## config.mk

```make
export PLATFORM = sky130hd
export DESIGN_NAME = pc_sequencer
export DESIGN_NICKNAME = d
export VERILOG_FILES = /design/src/rtl/pcseq_pkg.sv /design/src/rtl/pcseq_arbiter.sv /design/src/rtl/pcseq_target.sv /design/src/rtl/pc_sequencer.sv
export SDC_FILE = /design/constraint.sdc
export NUM_CORES = 1
export LEC_CHECK = 0
export BUFFER_PORTS_ARGS = -buffer_cell sky130_fd_sc_hd__buf_2
export CAP_MARGIN = 20
export CORE_ASPECT_RATIO = 0.6
export CORE_MARGIN = 8
export CORE_UTILIZATION = 30
export DETAILED_ROUTE_END_ITERATION = 8
export PLACE_DENSITY = 0.57
export SLEW_MARGIN = 20
export SYNTH_ARGS = -nofsm -noshare
export SYNTH_HDL_FRONTEND = slang
export SYNTH_SLANG_ARGS = --single-unit
```

## constraint.sdc

```tcl
create_clock -name clk -period 3.5 [get_ports clk]
set_input_delay 0.525 -clock clk [delete_from_list [all_inputs] [get_ports clk]]
set_output_delay 0.525 -clock clk [all_outputs]
set_load 0.005 [all_outputs]
```

## src/rtl/pcseq_pkg.sv

```systemverilog
package pcseq_pkg;
    typedef enum logic [2:0] {
        OP_HOLD = 3'd0,
        OP_INC  = 3'd1,
        OP_LOAD = 3'd2,
        OP_TBL  = 3'd3,
        OP_RET  = 3'd4,
        OP_RETK = 3'd5
    } pc_op_e;
endpackage

```

## src/rtl/pcseq_arbiter.sv

```systemverilog
module pcseq_arbiter
    import pcseq_pkg::*;
(
    input  logic   inc_en,
    input  logic   jump_en,
    input  logic   call_en,
    input  logic   ret_en,
    input  logic   tjmp_en,
    input  logic   rtnw_en,
    output pc_op_e op
);
    always_comb begin
        if (rtnw_en)                op = OP_RETK;
        else if (ret_en)            op = OP_RET;
        else if (tjmp_en)           op = OP_TBL;
        else if (jump_en | call_en) op = OP_LOAD;
        else if (inc_en)            op = OP_INC;
        else                        op = OP_HOLD;
    end
endmodule

```

## src/rtl/pcseq_target.sv

```systemverilog
module pcseq_target
    import pcseq_pkg::*;
#(
    parameter int CNT_W = 11,
    parameter int NIB_W = 4,
    localparam int ADDR_W = CNT_W + 1,
    localparam int IDX_W  = 2 * NIB_W,
    localparam int UP_W   = ADDR_W - IDX_W
) (
    input  pc_op_e            op,
    input  logic              page_q,
    input  logic [CNT_W-1:0]  cnt_q,
    input  logic [NIB_W-1:0]  tbr_q,
    input  logic [NIB_W-1:0]  acc_in,
    input  logic [ADDR_W-1:0] load_addr,
    input  logic [ADDR_W-1:0] ret_addr,
    output logic              page_d,
    output logic [CNT_W-1:0]  cnt_d
);
    logic [ADDR_W-1:0] cur_addr;
    logic [ADDR_W-1:0] tbl_addr;

    assign cur_addr = {page_q, cnt_q};
    assign tbl_addr = {cur_addr[ADDR_W-1 -: UP_W], tbr_q, acc_in};

    always_comb begin
        page_d = page_q;
        cnt_d  = cnt_q;
        unique case (op)
            OP_INC:  cnt_d = cnt_q + CNT_W'(1);
            OP_LOAD: {page_d, cnt_d} = load_addr;
            OP_TBL:  {page_d, cnt_d} = tbl_addr;
            OP_RET,
            OP_RETK: {page_d, cnt_d} = ret_addr;
            default: ;
        endcase
    end
endmodule

```

## src/rtl/pc_sequencer.sv

```systemverilog
module pc_sequencer
    import pcseq_pkg::*;
#(
    parameter int CNT_W = 11,
    parameter int NIB_W = 4,
    localparam int ADDR_W = CNT_W + 1,
    localparam int BYTE_W = 2 * NIB_W
) (
    input  logic              clk,
    input  logic              rst,
    input  logic              inc_en,
    input  logic              jump_en,
    input  logic              call_en,
    input  logic              ret_en,
    input  logic              tjmp_en,
    input  logic              rtnw_en,
    input  logic [ADDR_W-1:0] load_addr,
    input  logic [ADDR_W-1:0] ret_addr,
    input  logic [BYTE_W-1:0] rom_data,
    input  logic [NIB_W-1:0]  acc_in,
    output logic [ADDR_W-1:0] pc_out,
    output logic [NIB_W-1:0]  tbr_out,
    output logic              acc_we,
    output logic [NIB_W-1:0]  acc_wdata
);
    typedef struct packed {
        logic             page;
        logic [CNT_W-1:0] cnt;
        logic [NIB_W-1:0] tbr;
        logic             we;
        logic [NIB_W-1:0] wd;
    } seq_state_t;

    seq_state_t st_d, st_q;
    pc_op_e     op;
    logic             page_nx;
    logic [CNT_W-1:0] cnt_nx;

    pcseq_arbiter u_arb (
        .inc_en  (inc_en),
        .jump_en (jump_en),
        .call_en (call_en),
        .ret_en  (ret_en),
        .tjmp_en (tjmp_en),
        .rtnw_en (rtnw_en),
        .op      (op)
    );

    pcseq_target #(.CNT_W(CNT_W), .NIB_W(NIB_W)) u_tgt (
        .op        (op),
        .page_q    (st_q.page),
        .cnt_q     (st_q.cnt),
        .tbr_q     (st_q.tbr),
        .acc_in    (acc_in),
        .load_addr (load_addr),
        .ret_addr  (ret_addr),
        .page_d    (page_nx),
        .cnt_d     (cnt_nx)
    );

    always_comb begin
        st_d      = st_q;
        st_d.page = page_nx;
        st_d.cnt  = cnt_nx;
        st_d.we   = 1'b0;
        st_d.wd   = '0;
        if (op == OP_RETK) begin
            st_d.tbr = rom_data[BYTE_W-1:NIB_W];
            st_d.we  = 1'b1;
            st_d.wd  = rom_data[NIB_W-1:0];
        end
        if (rst) st_d = '0;
    end

    always_ff @(posedge clk) begin
        st_q <= st_d;
    end

    assign pc_out    = {st_q.page, st_q.cnt};
    assign tbr_out   = st_q.tbr;
    assign acc_we    = st_q.we;
    assign acc_wdata = st_q.wd;
endmodule

```

==> reports/qor.csv <==
metric,value,unit
final RePlAce weighted congestion,0.880,
CP Cell Sequence,buf_2 > or2_4 > nor3_1 > a22oi_1 > o21ai_1 > a21oi_1,
Hold WS,0.452,ns
combinational fraction of design power,0.201,
vias in the first global route,1224,
Crit. End Element,flop,
"Hold Vio Cnt, Final",0,
CTS Root Cell,clkbuf_8,
Int Pwr,0.388,mW
final setup vio count,0,
Worst Max-Slew Pin Slew,0.643,ns
H-Tree Depth,1,
slowest CP cell,nor3_1,
Yosys cell types,38,
"Hold-fix buffers, CTS",0,
Clock Path Buffers,2,
Worst Hold Class,in2reg,
sequential share of power,0.494,
leakage dissipation,0.722,nW
CP peak stage delay,0.56,ns
Synth Warn #,0,
origin of the critical flop-to-flop path,pc_out[2],
RSZ-0062 raised after global routing,false,
worst reg2reg endpoint,pc_out[8],
CP Buf/Inv Count,1,
die area,0.00627,mm^2
Synth Net Count,201,
antenna-violating nets left,0,
switching pwr,0.158,mW
PostCTS Resize Cnt,0,
WL per Instance,15.4,um
diode count,0,
sw frac,0.289,
Slew Limit Fails,0,
R2R Setup Slk,1.76,ns
first-pass GRT wire length,6670,um
"commonest non-fill, non-tap cell in the layout",buf_2,
Syn Inst Count,156,
peak supply drop,106,uV
die width,97.1,um
# DRC,0,
maxcap violations,0,
initial antenna violation count,0,
total global routing overflow,0,
layout net count,261,
Worst Hold Launch,rom_data[1],
Final Cycle Share,0.528,
core area,0.00372,mm^2
# Post-CTS Setup Buffers,0,
final core occ,0.419,
sum of negative setup slack,0,ns
most frequent cells in the layout,"64 x buf_2, 26 x nor2_1, 21 x dfxtp_1",
Mean Syn Cell Area,7.58,um^2
WP data arrival,2.00,ns
CTS Buf Count,3,
hold path depth,2,
largest net degree at the start of global routing,19,
minimum clock period,1.85,ns
Area contributors post-synth,"dfxtp_1 36%, nor2_1 8.3%, nand2_1 5.7%, nor3_1 4.2%, o21ai_0 4.2%",
Yosys top cell area share,0.356,
Site Rows,17,
"area leader, netlist",dfxtp_1,
clock transition at the registers of the reported paths,0.08,ns
"Clk Latency, worst-skew pair",0.27,ns
Seq cells post-synth,21,
Hold Path Sink,acc_wdata[1],
worst clock skew,0.00344,ns
I/O pins,65,
Layout area overhead,31.9,%
critical path data required time,3.65,ns
DR vias/cell,4.95,
chip height,64.6,um
critical path type,in2reg,
Vias,1296,
startpoint types,input port,
Port-buffer cells,64,
DPL Wire Length,3250,um
CP max FO,14,
drt total wl,4030,um
TritonCTS clock tree,yes,
fmax,541,MHz
Pre-antenna DRT Iters,4,
GRT Total Usage,0.131,
slew margin rel.,0.568,
pwr/cell area,350,mW/mm^2
Worst Reg-to-Reg Cells,5,
outcome,completed,
sequential share of the synthesized area,0.356,
share of layout cells above drive strength 1,0.344,
drt first-iter violations,48,
Post-Syn Area,0.00118,mm^2
initial core utilization,0.318,
"CP delay by family, top",simple AND/OR/NAND/NOR gates,
clk sink count,21,
Clock power frac,0.305,
-- metal layers --
layer,track usage,part of all wire
met5,0,0
met1,0.197,0.52
met4,0.0343,0.0087
met2,0.158,0.37
met3,0.0540,0.10
-- registers in the layout, indices dropped and copies added, names as in the netlist --
name / flops
tbr_out: 4
pc_out: 12
acc_wdata: 4
acc_we: 1
-- metrics by stage --
stage	total power, mW	worst slack, ns	cells	instance area, um^2
CTS	0.554	1.69	262	1560
global placement	0.386	1.47	258	1510
global route	0.583	1.54	262	1560
finish	0.545	1.65	262	1560
floorplan	0.332	1.66	156	1180
detailed placement	0.385	1.40	258	1510
-- worst max-delay path by stage --
stage                      to  depth (start not counted)  slack, ns    start
global route        pc_out[3]                          6       1.54  rtnw_en
floorplan           pc_out[5]                          6       1.66  rtnw_en
global placement    pc_out[3]                          6       1.47  rtnw_en
detailed placement  pc_out[3]                          6       1.40  rtnw_en
finish              pc_out[3]                          6       1.65  rtnw_en
CTS                 pc_out[3]                          6       1.69  rtnw_en
-- power by group through the flow --
stage	registers (mW)	clock network [mW]	logic [mW]
3_5_place_dp	0.275	0	0.110
3_3_place_gp	0.275	0	0.111
6_report	0.269	0.167	0.109
4_1_cts	0.269	0.174	0.111
5_1_grt	0.272	0.187	0.124
2_1_floorplan	0.274	0	0.0584
-- cell type report --
type	count	area, um^2
clock buffers	3	41.3
well taps	47	58.8
clock inverters	1	5.00
flip-flops and latches	21	420
multi-input cells	121	691
inverters	4	15.0
repair buffers	65	328
fillers	399	2160
-- cell usage after synthesis --
| cell | n |
|---|---|
| a2111oi_0 | 1 |
| nor2_1 | 26 |
| nand2_1 | 18 |
| nor3b_2 | 1 |
| a31oi_1 | 1 |
| or3_4 | 1 |
| nor4_1 | 2 |
| a22o_1 | 2 |
| nor3_1 | 10 |
| a21oi_1 | 5 |
| a221o_1 | 1 |
| and2_1 | 4 |
| a21o_1 | 1 |
| or2_2 | 1 |
| o311ai_1 | 2 |
| buf_4 | 1 |
| o21ai_1 | 2 |
| o21ba_2 | 1 |
| o211ai_1 | 1 |
| a221oi_1 | 2 |
| nand3_1 | 5 |
| dfxtp_1 | 21 |
| a211oi_1 | 3 |
| inv_1 | 4 |
| xnor2_1 | 3 |
| xor2_1 | 2 |
| a22oi_1 | 2 |
| or2_4 | 1 |
| mux2i_1 | 4 |
| nand4_1 | 2 |
| a311oi_1 | 1 |
| clkbuf_1 | 7 |
| buf_6 | 2 |
| o22ai_1 | 2 |
| o21ai_0 | 10 |
| ha_1 | 1 |
| or3_1 | 2 |
| nor2b_1 | 1 |
-- logic make-up after synthesis --
kind of cell | after synthesis | share of synthesized area
adders and majority gates | 1 | 0.0106
xor gates and xnor gates | 5 | 0.0370
muxes | 4 | 0.0339
buffers and inverters | 14 | 0.0603
AOI/OAI and AO/OA | 37 | 0.208
DFF | 21 | 0.356
and+or+nand+nor | 74 | 0.294
Power figures use the tool's default switching activity.
